### config.mk
export PLATFORM = sky130hd
export DESIGN_NAME = alu8_flags
export DESIGN_NICKNAME = d
export VERILOG_FILES = /design/src/rtl/alu8_flags.sv
export SDC_FILE = /design/constraint.sdc
export NUM_CORES = 1
export LEC_CHECK = 0
export BUFFER_PORTS_ARGS = -buffer_cell sky130_fd_sc_hd__buf_4
export CAP_MARGIN = 20
export CORE_ASPECT_RATIO = 0.8
export CORE_MARGIN = 4
export CORE_UTILIZATION = 30
export DETAILED_ROUTE_END_ITERATION = 10
export SLEW_MARGIN = 20
export SYNTH_ARGS = -nofsm -noshare
export SYNTH_HDL_FRONTEND = slang
export SYNTH_SLANG_ARGS = --single-unit
export TNS_END_PERCENT = 50
### constraint.sdc
create_clock -name vclk -period 4.4
set_input_delay 0.22 -clock vclk [all_inputs]
set_output_delay 0.22 -clock vclk [all_outputs]
set_load 0.1 [all_outputs]
### src/rtl/alu8_flags.sv
module alu8_flags (
  input  logic [4:0] op_i,
  input  logic [7:0] a_i,
  input  logic [7:0] b_i,
  input  logic [4:0] flg_i,
  output logic [7:0] res_o,
  output logic       res_we_o,
  output logic [4:0] flg_o,
  output logic [4:0] flg_we_o
);

  localparam logic [4:0] OP_ADD = 5'd0,  OP_ADC = 5'd1,  OP_SUB = 5'd2,  OP_SBC = 5'd3;
  localparam logic [4:0] OP_CMP = 5'd4,  OP_AND = 5'd5,  OP_OR  = 5'd6,  OP_XOR = 5'd7;
  localparam logic [4:0] OP_BIT = 5'd8,  OP_ASR = 5'd9,  OP_LSR = 5'd10, OP_LSL = 5'd11;
  localparam logic [4:0] OP_ROL = 5'd12, OP_ROR = 5'd13, OP_INC = 5'd14, OP_DEC = 5'd15;
  localparam logic [4:0] OP_CLR = 5'd16, OP_COM = 5'd17, OP_NEG = 5'd18, OP_SWP = 5'd19;
  localparam int FV = 4, FH = 3, FN = 2, FZ = 1, FC = 0;

  logic       cy, add_ci, sub_ci, add_v, sub_v, is_shift;
  logic [7:0] sum, dif, gen, brw;
  logic [7:0] r;
  logic       w;
  logic [4:0] f, m;

  assign cy       = flg_i[FC];
  assign add_ci   = (op_i == OP_ADC) & cy;
  assign sub_ci   = (op_i == OP_SBC) & cy;
  assign sum      = a_i + b_i + {7'd0, add_ci};
  assign dif      = a_i - b_i - {7'd0, sub_ci};
  assign gen      = (a_i & b_i) | (b_i & ~sum) | (~sum & a_i);
  assign brw      = (~a_i & b_i) | (b_i & dif) | (dif & ~a_i);
  assign add_v    = (a_i[7] & b_i[7] & ~sum[7]) | (~a_i[7] & ~b_i[7] & sum[7]);
  assign sub_v    = (a_i[7] & ~b_i[7] & ~dif[7]) | (~a_i[7] & b_i[7] & dif[7]);
  assign is_shift = (op_i >= OP_ASR) && (op_i <= OP_ROR);

  always_comb begin
    r = a_i;
    w = 1'b0;
    f = flg_i;
    m = 5'b00000;
    case (op_i)
      OP_ADD, OP_ADC: begin
        r = sum; w = 1'b1; m = 5'b11111;
        f[FV] = add_v; f[FH] = gen[4]; f[FC] = gen[7];
      end
      OP_SUB, OP_SBC, OP_CMP: begin
        r = dif; w = (op_i != OP_CMP); m = 5'b10111;
        f[FV] = sub_v; f[FC] = brw[7];
      end
      OP_AND, OP_BIT: begin
        r = a_i & b_i; w = (op_i != OP_BIT); m = 5'b10110; f[FV] = 1'b0;
      end
      OP_OR:  begin r = a_i | b_i; w = 1'b1; m = 5'b10110; f[FV] = 1'b0; end
      OP_XOR: begin r = a_i ^ b_i; w = 1'b1; m = 5'b10110; f[FV] = 1'b0; end
      OP_ASR: begin r = {a_i[7], a_i[7:1]}; w = 1'b1; m = 5'b10111; f[FC] = a_i[0]; end
      OP_LSR: begin r = {1'b0, a_i[7:1]};   w = 1'b1; m = 5'b10111; f[FC] = a_i[0]; end
      OP_LSL: begin r = {a_i[6:0], 1'b0};   w = 1'b1; m = 5'b10111; f[FC] = a_i[7]; end
      OP_ROL: begin r = {a_i[6:0], cy};     w = 1'b1; m = 5'b10111; f[FC] = a_i[7]; end
      OP_ROR: begin r = {cy, a_i[7:1]};     w = 1'b1; m = 5'b10111; f[FC] = a_i[0]; end
      OP_INC: begin r = a_i + 8'd1; w = 1'b1; m = 5'b10110; f[FV] = (r == 8'h80); end
      OP_DEC: begin r = a_i - 8'd1; w = 1'b1; m = 5'b10110; f[FV] = (r == 8'h7F); end
      OP_CLR: begin r = 8'h00; w = 1'b1; m = 5'b10110; f[FV] = 1'b0; end
      OP_COM: begin r = ~a_i;  w = 1'b1; m = 5'b10111; f[FV] = 1'b0; f[FC] = 1'b1; end
      OP_NEG: begin
        r = 8'h00 - a_i; w = 1'b1; m = 5'b10111;
        f[FV] = (r == 8'h80); f[FC] = (r != 8'h00);
      end
      OP_SWP: begin r = {a_i[3:0], a_i[7:4]}; w = 1'b1; end
      default: ;
    endcase
    if (m[FN]) f[FN] = r[7];
    if (m[FZ]) f[FZ] = (r == 8'h00);
    if (is_shift) f[FV] = f[FC] ^ f[FN];
  end

  assign res_o    = r;
  assign res_we_o = w;
  assign flg_o    = f;
  assign flg_we_o = m;

  always_comb begin
    AST_N_SIGN: assert (!flg_we_o[FN] || flg_o[FN] == res_o[7]);
    AST_Z_ZERO: assert (!flg_we_o[FZ] || flg_o[FZ] == (res_o == 8'h00));
    AST_HOLD_UNMASKED: assert (((flg_o ^ flg_i) & ~flg_we_o) == 5'b00000);
    AST_SHIFT_V: assert (!is_shift || flg_o[FV] == (flg_o[FC] ^ flg_o[FN]));
    AST_CMP_NO_WRITE: assert (op_i != OP_CMP || !res_we_o);
    AST_BIT_NO_WRITE: assert (op_i != OP_BIT || !res_we_o);
    AST_NEG_CARRY: assert (op_i != OP_NEG || flg_o[FC] == (a_i != 8'h00));
    AST_SWAP_QUIET: assert (op_i != OP_SWP || (flg_we_o == 5'b00000 && res_we_o));
    AST_IDLE_CODE: assert (op_i <= OP_SWP || (!res_we_o && flg_we_o == 5'b00000 && res_o == a_i));
  end

endmodule

==> results_tabular.tex, run 1 <==
\begin{tabular}{lr}
\hline
Metric & Value \\
\hline
\multicolumn{2}{l}{\textbf{Cells and area}} \\
\quad Final Net Count & between 400 and 500 \\
\quad Seq. cell area & 0 um\^{}2 \\
\quad Cell Count, Final, Fillers Out & 528 \\
\quad Area added between synthesis and finish & 18.9\% \\
\quad Diodes inserted & 0 \\
\quad Layout sequential cell count & 0 \\
\quad Share of final-layout standard cells stronger than drive strength 1 & a little over a fifth \\
\quad Number of clock buffers in the layout & 0 \\
\multicolumn{2}{l}{\textbf{Clocking}} \\
\quad Post-CTS Resized & 0 \\
\quad CTS Hold Buffers Added & 0 \\
\quad Number of buffers added for setup after CTS & 0 \\
\multicolumn{2}{l}{\textbf{Detailed routing}} \\
\quad Detail Route Antenna Nets & 0 \\
\quad First drt pass iteration count & 4 \\
\quad Remaining DRCs & 0 \\
\quad Detail-routed net length per standard cell & 19.3 um \\
\quad Vias per inst & 6.09 \\
\quad Total number of vias & 3218 \\
\quad Iteration-0 DRC Markers & roughly 390 \\
\quad Total wire length & 10200 um \\
\multicolumn{2}{l}{\textbf{Logic synthesis}} \\
\quad Dominant combinational cell family by area after synthesis & compound AO/OA/AOI/OAI gates \\
\quad Syn Std Cell Area & 2720 um\^{}2 \\
\quad Average cell area after synthesis & 7.06 um\^{}2 \\
\quad Compound-Gate Fraction of Synth Area & 32.5\% \\
\quad Most used standard cells in the synthesized netlist & sky130\_fd\_sc\_hd\_\_ha\_1 (34), sky130\_fd\_sc\_hd\_\_nor2\_1 (34), sky130\_fd\_sc\_hd\_\_nand2\_1 (30), sky130\_fd\_sc\_hd\_\_inv\_1 (25), sky130\_fd\_sc\_hd\_\_o21ai\_0 (17) \\
\quad Portion of synthesized cell area occupied by the leading cell type & 15.6\% \\
\quad Net count of the mapped netlist & roughly 450 \\
\quad Number of standard cells after synthesis & 385 \\
\quad Seq/Total Area, Yosys & 0\% \\
\quad Proportion of synthesized area in mux cells & between 2 and 2.5\% \\
\quad Post-synth top area cell & sky130\_fd\_sc\_hd\_\_ha\_1 \\
\quad Xor/xnor share of the synthesized area & 6.12\% \\
\quad Synthesized-area fraction occupied by and/or/nand/nor cells & 29.6\% \\
\quad Leading cell types by total area after synthesis & sky130\_fd\_sc\_hd\_\_ha\_1 (16\%), sky130\_fd\_sc\_hd\_\_nor2\_1 (4.7\%), sky130\_fd\_sc\_hd\_\_fa\_1 (4.4\%) \\
\quad Area share of fa/ha/maj cells after synthesis & 20.1\% \\
\quad YS warnings & 0 \\
\quad Count of different cell masters after synthesis & 71 \\
\multicolumn{2}{l}{\textbf{Power}} \\
\quad Static Leakage & around 1.3 nW \\
\quad Combinational share of power & between 90\% and 100\% \\
\quad Share of power burned in registers & 0\% \\
\quad Fraction of power consumed by the clock network & 0\% \\
\quad Tot Pwr & 0.000517 W \\
\quad Fraction of power spent switching nets & 68.7\% \\
\quad Total net switching power & 0.000355 W \\
\quad Power density relative to cell area & 160 nW/um\^{}2 \\
\quad VDD IR max & 108 uV \\
\quad Internal power of the cells & 0.000162 W \\
\multicolumn{2}{l}{\textbf{Worst setup path}} \\
\quad Sort of element at the start of the critical path & input port \\
\quad Highest net fanout along the worst path & 2 \\
\quad Crit path from & op\_i[2] \\
\quad Worst endpoint required time & 4.18 ns \\
\quad Kind of capture point of the worst setup path & primary output \\
\quad Critical Path AT & 3.96 ns \\
\quad CP Capture Point & flg\_o[1] \\
\quad Kind of critical path & input port to primary output \\
\multicolumn{2}{l}{\textbf{Global routing}} \\
\quad Pin count of the biggest net entering global routing & 31 \\
\quad Initial antenna violation count & 0 \\
\quad Leftover overflow at the end of global routing & 0 \\
\quad First-pass GRT wire length & around 16000 um \\
\quad Number of global-route vias before repair & 2967 \\
\quad GRT Total Usage & 18.5\% \\
\multicolumn{2}{l}{\textbf{Timing}} \\
\quad Final worst setup slack & 0.225 ns \\
\quad Pins Over Slew Limit & 0 \\
\quad Slew Limit Headroom & 36.5\% \\
\quad Final setup violation count & 0 \\
\quad Tightest Pin Transition & 0.952 ns \\
\quad RSZ-0062 raised after global routing & false \\
\quad Final critical path time including I/O delays and setup & 4.18 ns \\
\quad Final worst-path cycle share & 94.9\% \\
\quad Highest Clock Rate & 0.240 GHz \\
\quad Final hold slack & between 0.8 and 0.9 ns \\
\quad Final Hold Vio Count & 0 \\
\quad Final TNS setup & 0 ns \\
\multicolumn{2}{l}{\textbf{Place}} \\
\quad Count of port buffers added during placement & 45 \\
\quad Detailed Place HPWL & 8010 um \\
\quad Post-placement cell count & 528 \\
\quad Worst slack at placement & 0.141 ns \\
\quad Final Wtd Congestion & 0.950 \\
\multicolumn{2}{l}{\textbf{Floorplan}} \\
\quad Effective utilization at floorplan & 31.4\% \\
\quad Ports placed on the boundary & 45 \\
\quad Placeable core region & between 8000 and 9000 um\^{}2 \\
\quad Area of the die & 10700 um\^{}2 \\
\quad Std cell rows & 30 \\
\quad Die Span X & 114 um \\
\quad Die boundary height & 93.2 um \\
\multicolumn{2}{l}{\textbf{Flow run}} \\
\quad Max-cap viol count & 0 \\
\multicolumn{2}{l}{\textbf{Worst hold path}} \\
\quad Hold Path Depth & 4 \\
\quad Hold crit path type & input port to primary output \\
\multicolumn{2}{l}{\textbf{Run status}} \\
\quad Outcome & finished, final reports clean \\
\hline
\end{tabular}
## placed cells by master, fill, tap and decap left out, types with 5 or more instances in the layout
cell type	count
sky130_fd_sc_hd__a211oi_1	5
sky130_fd_sc_hd__a21oi_1	10
sky130_fd_sc_hd__a221oi_1	5
sky130_fd_sc_hd__a22o_1	7
sky130_fd_sc_hd__a22oi_1	6
sky130_fd_sc_hd__and3_1	5
sky130_fd_sc_hd__buf_4	57
sky130_fd_sc_hd__ha_1	34
sky130_fd_sc_hd__inv_1	25
sky130_fd_sc_hd__mux2i_1	5
sky130_fd_sc_hd__nand2_1	30
sky130_fd_sc_hd__nand2b_1	12
sky130_fd_sc_hd__nand3_1	15
sky130_fd_sc_hd__nand3b_1	5
sky130_fd_sc_hd__nor2_1	34
sky130_fd_sc_hd__nor2b_1	5
sky130_fd_sc_hd__nor3_1	7
sky130_fd_sc_hd__nor4_1	5
sky130_fd_sc_hd__o21ai_0	17
sky130_fd_sc_hd__o221ai_1	5
sky130_fd_sc_hd__o22ai_1	6
sky130_fd_sc_hd__xnor2_1	11
sky130_fd_sc_hd__xor2_1	8
## power by group through the flow
stage          Sequential [W]  Combinational [W]  Clock, W
2_1_floorplan               0           0.000385         0
3_3_place_gp                0           0.000506         0
3_5_place_dp                0           0.000509         0
4_1_cts                     0           0.000511         0
5_1_grt                     0           0.000551         0
6_report                    0           0.000517         0
## layer usage
metal	vias up	global-route usage, %	wire length (um)
met5	-	0	0
met4	0	3.96	210
met3	19	2.07	886
met2	162	27.5	4310
met1	1540	28.3	4810
li1	1497	-	-
## cells by family after synthesis
logic type               Yosys count
buffers and inverters             54
AND/OR/NAND/NOR                  152
adder cells (fa/ha/maj)           40
multiplexers                       6
XOR/XNOR                          19
AO/OA/AOI/OAI                    114
## worst min path at each step
stage	from	to	slack, ns
3_3_place_gp	flg_i[3]	flg_o[3]	0.85
3_5_place_dp	flg_i[3]	flg_o[3]	0.86
4_1_cts	flg_i[3]	flg_o[3]	0.86
5_1_grt	flg_i[3]	flg_o[3]	0.90
2_1_floorplan	flg_i[2]	flg_o[2]	0.77
6_report	flg_i[3]	flg_o[3]	0.86
## stage by stage
step | utilization [%] | area [um^2]
detailed placement | 37.2 | 3230
global placement | 37.2 | 3230
CTS | 37.2 | 3230
global route | 37.3 | 3230
finish | 37.3 | 3230
floorplan | - | 2810
## layout make-up
class	instances	area (um^2)
inverter	27	101
fill	896	5440
multi-input combinational	331	2550
tap	112	140
timing repair buffer	58	439
## critical path, stage by stage
cell                        delay, ns
sky130_fd_sc_hd__buf_4           0.12
sky130_fd_sc_hd__nor3_4          0.18
sky130_fd_sc_hd__nand3_1         0.12
sky130_fd_sc_hd__fa_2            0.38
sky130_fd_sc_hd__fa_2            0.37
sky130_fd_sc_hd__nor2b_1         0.12
sky130_fd_sc_hd__nor3_1          0.07
sky130_fd_sc_hd__nor2_1          0.14
sky130_fd_sc_hd__fa_1            0.42
sky130_fd_sc_hd__a221o_1         0.36
sky130_fd_sc_hd__a2111oi_4       0.33
sky130_fd_sc_hd__a31oi_4         0.13
sky130_fd_sc_hd__or4_1           0.45
sky130_fd_sc_hd__o41ai_2         0.27
sky130_fd_sc_hd__buf_6           0.28
No activity file was read; power rests on OpenSTA's default activity.
==> inputs of run 2 (changes only) <==
--- a/config.mk
+++ b/config.mk
@@ -8,7 +8,7 @@
 export BUFFER_PORTS_ARGS = -buffer_cell sky130_fd_sc_hd__buf_4
 export CAP_MARGIN = 20
 export CORE_ASPECT_RATIO = 0.8
-export CORE_MARGIN = 4
+export CORE_MARGIN = 5
 export CORE_UTILIZATION = 30
 export DETAILED_ROUTE_END_ITERATION = 10
 export SLEW_MARGIN = 20
==> constraint.sdc (replaced) <==
create_clock -name vclk -period 5
set_input_delay 0.25 -clock vclk [all_inputs]
set_output_delay 0.25 -clock vclk [all_outputs]
set_load 0.1 [all_outputs]
==> results_tabular.tex, run 2 (synthesized netlist as in run 1, its figures left out) <==
\begin{tabular}{lr}
\hline
Metric & Value \\
\hline
\multicolumn{2}{l}{\textbf{Run status}} \\
\quad Outcome & finished, final reports clean \\
\multicolumn{2}{l}{\textbf{Detailed routing}} \\
\quad Total number of vias & between 3000 and 4000 \\
\quad Detail Route Antenna Nets & 0 \\
\quad First drt pass iteration count & 6 \\
\quad Total wire length & approximately 10000 um \\
\quad Iteration-0 DRC Markers & 465 \\
\quad Detail-routed net length per standard cell & 19.3 um \\
\quad Vias per inst & 6.07 \\
\quad Remaining DRCs & 0 \\
\multicolumn{2}{l}{\textbf{Power}} \\
\quad VDD IR max & 104 uV \\
\quad Fraction of power consumed by the clock network & 0\% \\
\quad Internal power of the cells & 0.000136 W \\
\quad Share of power burned in registers & 0\% \\
\quad Fraction of power spent switching nets & 69.5\% \\
\quad Total net switching power & 0.000308 W \\
\quad Combinational share of power & 100.0\% \\
\quad Static Leakage & 1.27 nW \\
\quad Power density relative to cell area & 142 nW/um\^{}2 \\
\multicolumn{2}{l}{\textbf{Timing}} \\
\quad Tightest Pin Transition & 1.13 ns \\
\quad Slew Limit Headroom & 24.4\% \\
\quad Pins Over Slew Limit & 0 \\
\quad Final worst-path cycle share & between 90 and 100\% \\
\quad Final worst setup slack & 0.368 ns \\
\quad Highest Clock Rate & $\sim$0.22 GHz \\
\quad Final Hold Vio Count & 0 \\
\quad RSZ-0062 raised after global routing & false \\
\quad Final critical path time including I/O delays and setup & 4.63 ns \\
\quad Final setup violation count & 0 \\
\multicolumn{2}{l}{\textbf{Global routing}} \\
\quad Initial antenna violation count & 0 \\
\quad GRT Total Usage & 17.8\% \\
\quad Pin count of the biggest net entering global routing & 32 \\
\quad Most utilized layer in the global route result & met2 \\
\quad Met3 Track Usage GR & 2.86\% \\
\quad Routing usage on met1 & between 20\% and 30\% \\
\quad GR Util met2 & 27.5\% \\
\quad Number of global-route vias before repair & 2862 \\
\quad First-pass GRT wire length & about 16000 um \\
\quad Leftover overflow at the end of global routing & 0 \\
\multicolumn{2}{l}{\textbf{Cells and area}} \\
\quad Layout sequential cell count & 0 \\
\quad Most common cell after layout, fill and taps aside & sky130\_fd\_sc\_hd\_\_buf\_4 \\
\quad Seq. cell area & 0 um\^{}2 \\
\quad Number of clock buffers in the layout & 0 \\
\quad Final Net Count & 472 \\
\quad Diodes inserted & 0 \\
\quad Multi-input logic area & $\sim$2500 um\^{}2 \\
\quad Area added between synthesis and finish & 15.0\% \\
\quad Share of final-layout standard cells stronger than drive strength 1 & 18.3\% \\
\quad Cell Count, Final, Fillers Out & roughly 520 \\
\quad Commonest non-fill, non-tap cells in the layout & sky130\_fd\_sc\_hd\_\_buf\_4 (46), sky130\_fd\_sc\_hd\_\_nor2\_1 (34), sky130\_fd\_sc\_hd\_\_ha\_1 (34), sky130\_fd\_sc\_hd\_\_nand2\_1 (30), sky130\_fd\_sc\_hd\_\_inv\_1 (25) \\
\quad Util after Layout & 34.9\% \\
\quad Fillcell total & 951 \\
\multicolumn{2}{l}{\textbf{Worst hold path}} \\
\quad Hold path start & flg\_i[3] \\
\quad Hold crit path type & input port to primary output \\
\quad Hold Path Depth & 4 \\
\quad Worst hold path endpoint & flg\_o[3] \\
\multicolumn{2}{l}{\textbf{Floorplan}} \\
\quad Die Span X & 116 um \\
\quad Die boundary height & 95.2 um \\
\quad Ports placed on the boundary & 45 \\
\quad Std cell rows & 31 \\
\quad Area of the die & 11100 um\^{}2 \\
\quad Placeable core region & between 8000 and 9000 um\^{}2 \\
\quad Effective utilization at floorplan & roughly 30\% \\
\multicolumn{2}{l}{\textbf{Worst setup path}} \\
\quad Number of buffers and inverters on the critical path & 2 \\
\quad Critical Path AT & 4.38 ns \\
\quad Kind of critical path & input port to primary output \\
\quad Sort of element at the start of the critical path & input port \\
\quad Critical Path Max Stage Delay & $\sim$0.48 ns \\
\quad Cell with the biggest individual delay on the critical path & sky130\_fd\_sc\_hd\_\_or4\_1 \\
\quad Critical-path cell list & buf\_4 -> nor2b\_2 -> nand3\_1 -> fa\_2 -> fa\_2 -> nor2b\_1 -> nor3\_1 -> nor2\_1 -> fa\_1 -> a221o\_1 -> a2111oi\_4 -> a31oi\_4 -> or4\_1 -> o41ai\_2 -> buf\_4 \\
\quad Highest net fanout along the worst path & 27 \\
\quad Kind of capture point of the worst setup path & primary output \\
\quad Top cell family by delay on the critical path & simple AND/OR/NAND/NOR gates \\
\quad Worst endpoint required time & 4.75 ns \\
\multicolumn{2}{l}{\textbf{Clocking}} \\
\quad Number of buffers added for setup after CTS & 0 \\
\quad CTS Hold Buffers Added & 0 \\
\quad Post-CTS Resized & 0 \\
\multicolumn{2}{l}{\textbf{Place}} \\
\quad Worst slack at placement & 0.399 ns \\
\quad Final Wtd Congestion & 0.945 \\
\quad Detailed Place HPWL & 7890 um \\
\quad Post-placement cell count & 519 \\
\quad Count of port buffers added during placement & 45 \\
\multicolumn{2}{l}{\textbf{Flow run}} \\
\quad Max-cap viol count & 0 \\
\hline
\end{tabular}
==> run 2: cell count changes in the layout (fill, tap and decap cells not counted) <==
cell                      delta
sky130_fd_sc_hd__buf_4      -11
sky130_fd_sc_hd__buf_6       -1
sky130_fd_sc_hd__a31oi_1     +1
sky130_fd_sc_hd__a31oi_4     -1
==> run 2: how the worst max path moves through the flow <==
stage                           to  slack [ns]  cells after the start    start
after floorplan           flg_o[1]       -0.83                     15  op_i[2]
after global placement    flg_o[1]        0.48                     15  op_i[0]
after detailed placement  flg_o[1]        0.40                     15  op_i[0]
after CTS                 flg_o[1]        0.39                     15  op_i[0]
after global routing      flg_o[1]        0.13                     15  op_i[0]
final                     flg_o[1]        0.37                     15  op_i[0]
==> run 2: power by group through the flow <==
stage	clock, W	combinational (W)	sequential [W]
after global routing	0	0.000475	0
after global placement	0	0.000436	0
after detailed placement	0	0.000438	0
final	0	0.000444	0
after CTS	0	0.000440	0
after floorplan	0	0.000336	0
==> run 2: area by class of cell <==
cell class                      count  share of cell area [%]
Inverter                           27                    3.24
Multi-Input combinational cell    331                    81.1
Tap cell                          115                    4.60
Timing Repair Buffer               46                    11.0
==> run 2: metrics by stage <==
stage	TNS [ns]	hold slack, ns	power (W)	area, um^2
3_3_place_gp	0	0.919	0.000436	3130
6_report	0	0.921	0.000444	3130
4_1_cts	0	0.922	0.000440	3130
2_1_floorplan	-1.25	0.833	0.000336	2800
3_5_place_dp	0	0.922	0.000438	3130
5_1_grt	0	0.964	0.000475	3130
==> run 2: tightest hold or removal path: stages <==
cell,delay (ns)
sky130_fd_sc_hd__buf_4,0.11
sky130_fd_sc_hd__nand2_1,0.04
sky130_fd_sc_hd__nand2_1,0.05
sky130_fd_sc_hd__buf_4,0.22
==> run 2: layer usage <==
layer / up-vias / wire, um
li1: 1473 / -
met1: 1459 / 4520
met2: 197 / 4230
met3: 21 / 1050
met4: 0 / 208
met5: - / 0
==> inputs of run 3 (changes only) <==
--- a/config.mk
+++ b/config.mk
@@ -7,10 +7,12 @@
 export LEC_CHECK = 0
 export BUFFER_PORTS_ARGS = -buffer_cell sky130_fd_sc_hd__buf_4
 export CAP_MARGIN = 20
-export CORE_ASPECT_RATIO = 0.8
+export CORE_ASPECT_RATIO = 1.4
 export CORE_MARGIN = 5
 export CORE_UTILIZATION = 30
 export DETAILED_ROUTE_END_ITERATION = 10
+export GPL_TIMING_DRIVEN = 0
+export SETUP_SLACK_MARGIN = 0.3
 export SLEW_MARGIN = 20
 export SYNTH_ARGS = -nofsm -noshare
 export SYNTH_HDL_FRONTEND = slang
==> results_tabular.tex, run 3 (synthesized netlist as in run 1, its figures left out) <==
\begin{tabular}{lr}
\hline
Metric & Value \\
\hline
\multicolumn{2}{l}{\textbf{Cells and area}} \\
\quad Area added between synthesis and finish & 21.1\% \\
\quad Commonest non-fill, non-tap cells in the layout & sky130\_fd\_sc\_hd\_\_buf\_4 (48), sky130\_fd\_sc\_hd\_\_nor2\_1 (34), sky130\_fd\_sc\_hd\_\_ha\_1 (34), sky130\_fd\_sc\_hd\_\_nand2\_1 (30), sky130\_fd\_sc\_hd\_\_inv\_1 (25) \\
\quad Multi-input logic area & 2550 um\^{}2 \\
\quad Layout sequential cell count & 0 \\
\quad Fillcell total & between 1000 and 1500 \\
\quad Seq. cell area & 0 um\^{}2 \\
\quad Share of final-layout standard cells stronger than drive strength 1 & 21.6\% \\
\quad Most common cell after layout, fill and taps aside & sky130\_fd\_sc\_hd\_\_buf\_4 \\
\quad Final Net Count & 498 \\
\quad Post-route cell area & around 3300 um\^{}2 \\
\quad Number of clock buffers in the layout & 0 \\
\quad Diodes inserted & 0 \\
\multicolumn{2}{l}{\textbf{Global routing}} \\
\quad Pin count of the biggest net entering global routing & 11 \\
\quad Leftover overflow at the end of global routing & 0 \\
\quad GRT Total Usage & 19.8\% \\
\quad First-pass GRT wire length & between 15000 and 20000 um \\
\quad Number of global-route vias before repair & about 3200 \\
\quad Initial antenna violation count & 0 \\
\multicolumn{2}{l}{\textbf{Power}} \\
\quad VDD IR max & 90.0 uV \\
\quad Power density relative to cell area & approximately 140 nW/um\^{}2 \\
\quad Tot Pwr & between 0.0004 and 0.0005 W \\
\quad Static Leakage & $\sim$1.4 nW \\
\multicolumn{2}{l}{\textbf{Timing}} \\
\quad Final critical path time including I/O delays and setup & approximately 4.6 ns \\
\quad Final setup violation count & 0 \\
\quad Final Hold Vio Count & 0 \\
\quad Slew Limit Headroom & 34.3\% \\
\quad RSZ-0062 raised after global routing & true \\
\quad Highest Clock Rate & 0.216 GHz \\
\quad Final worst setup slack & roughly 0.38 ns \\
\quad Final TNS setup & 0 ns \\
\quad Pins Over Slew Limit & 0 \\
\quad Tightest Pin Transition & between 0.9 and 1 ns \\
\quad Final worst-path cycle share & 92.4\% \\
\multicolumn{2}{l}{\textbf{Floorplan}} \\
\quad Die Span X & roughly 90 um \\
\quad Area of the die & around 11000 um\^{}2 \\
\quad Std cell rows & roughly 40 \\
\quad Die boundary height & 123 um \\
\quad Effective utilization at floorplan & 30.5\% \\
\quad Ports placed on the boundary & 45 \\
\quad Placeable core region & between 8000 and 9000 um\^{}2 \\
\multicolumn{2}{l}{\textbf{Place}} \\
\quad Detailed Place HPWL & 9280 um \\
\quad Final Wtd Congestion & 0.947 \\
\quad Post-detailed-placement cell area & 3260 um\^{}2 \\
\quad Worst slack at placement & -0.122 ns \\
\quad Count of port buffers added during placement & 44 \\
\multicolumn{2}{l}{\textbf{Worst setup path}} \\
\quad Kind of capture point of the worst setup path & primary output \\
\quad Kind of critical path & input port to primary output \\
\quad Worst endpoint required time & 4.75 ns \\
\quad Critical Path AT & $\sim$4.4 ns \\
\quad Sort of element at the start of the critical path & input port \\
\quad Highest net fanout along the worst path & 10 \\
\multicolumn{2}{l}{\textbf{Detailed routing}} \\
\quad First drt pass iteration count & 5 \\
\quad Iteration-0 DRC Markers & 281 \\
\quad Total number of vias & 3235 \\
\quad Vias per inst & 6.02 \\
\quad Detail Route Antenna Nets & 0 \\
\quad Detail-routed net length per standard cell & about 21 um \\
\quad Remaining DRCs & 0 \\
\quad Total wire length & 11500 um \\
\multicolumn{2}{l}{\textbf{Clocking}} \\
\quad CTS Hold Buffers Added & 0 \\
\multicolumn{2}{l}{\textbf{Run status}} \\
\quad Outcome & finished, final reports clean \\
\multicolumn{2}{l}{\textbf{Worst hold path}} \\
\quad Hold path start & flg\_i[3] \\
\quad Hold crit path type & input port to primary output \\
\quad Worst hold path endpoint & flg\_o[3] \\
\quad Hold Path Depth & 4 \\
\multicolumn{2}{l}{\textbf{Flow run}} \\
\quad Max-cap viol count & 0 \\
\hline
\end{tabular}
[run 3: how the worst max path moves through the flow]
stage,startpoint,end,slack (ns),cells after the start
global placement,a_i[0],flg_o[1],-0.09,15
CTS,op_i[3],flg_o[1],0.38,17
detailed placement,a_i[0],flg_o[1],-0.12,15
floorplan,op_i[2],flg_o[1],-0.83,15
global route,op_i[3],flg_o[1],0.23,17
finish,op_i[3],flg_o[1],0.38,17
[run 3: layer usage]
layer	part of all wire (%)	GRT usage, %	vias to the layer above
met1	41	23.2	1515
met2	47	34.4	145
met5	0	0	-
met4	7.2	12.2	0
met3	4.8	2.08	52
li1	-	-	1523
[run 3: area by class of cell]
type               instances  share of cell area [%]
multi-input cells        331                    77.5
repair buffers            45                    10.4
plain buffers             27                    5.02
well taps                107                    4.07
inverters                 27                    3.08
[run 3: metrics by stage]
stage	util, %	hold slack [ns]	cells
final	36.9	0.923	537
after global routing	36.9	0.939	537
after CTS	36.9	0.927	537
after detailed placement	36.6	0.923	536
after global placement	36.6	0.922	536
after floorplan	-	0.833	385
[run 3: repair_timing]
action / in CTS / in global routing
gates resized for setup: 5 / 1
endpoints found under the setup margin: 1 / 1
pin swaps: 3 / 0
buffers inserted: 1 / 0
[run 3: critical path: stages]
cell and delay, ns:
sky130_fd_sc_hd__buf_4 0.13, sky130_fd_sc_hd__buf_6 0.13, sky130_fd_sc_hd__clkbuf_4 0.19, sky130_fd_sc_hd__nor3_4 0.25, sky130_fd_sc_hd__nand3_1 0.13, sky130_fd_sc_hd__fa_2 0.39
sky130_fd_sc_hd__fa_2 0.36, sky130_fd_sc_hd__nor2b_1 0.13, sky130_fd_sc_hd__nor3_1 0.08, sky130_fd_sc_hd__nor2_1 0.14, sky130_fd_sc_hd__fa_1 0.42, sky130_fd_sc_hd__a221o_1 0.36
sky130_fd_sc_hd__a2111oi_4 0.26, sky130_fd_sc_hd__a31oi_4 0.15, sky130_fd_sc_hd__or4_4 0.48, sky130_fd_sc_hd__o41ai_4 0.24, sky130_fd_sc_hd__buf_6 0.27
[run 3: power by group]
group / leakage (nW) / total [W] / switching, W / internal (W)
clock: 0 / 0 / 0 / 0
combinational: 1.38 / 0.000465 / 0.000320 / 0.000145
sequential: 0 / 0 / 0 / 0
total: 1.38 / 0.000465 / 0.000320 / 0.000145
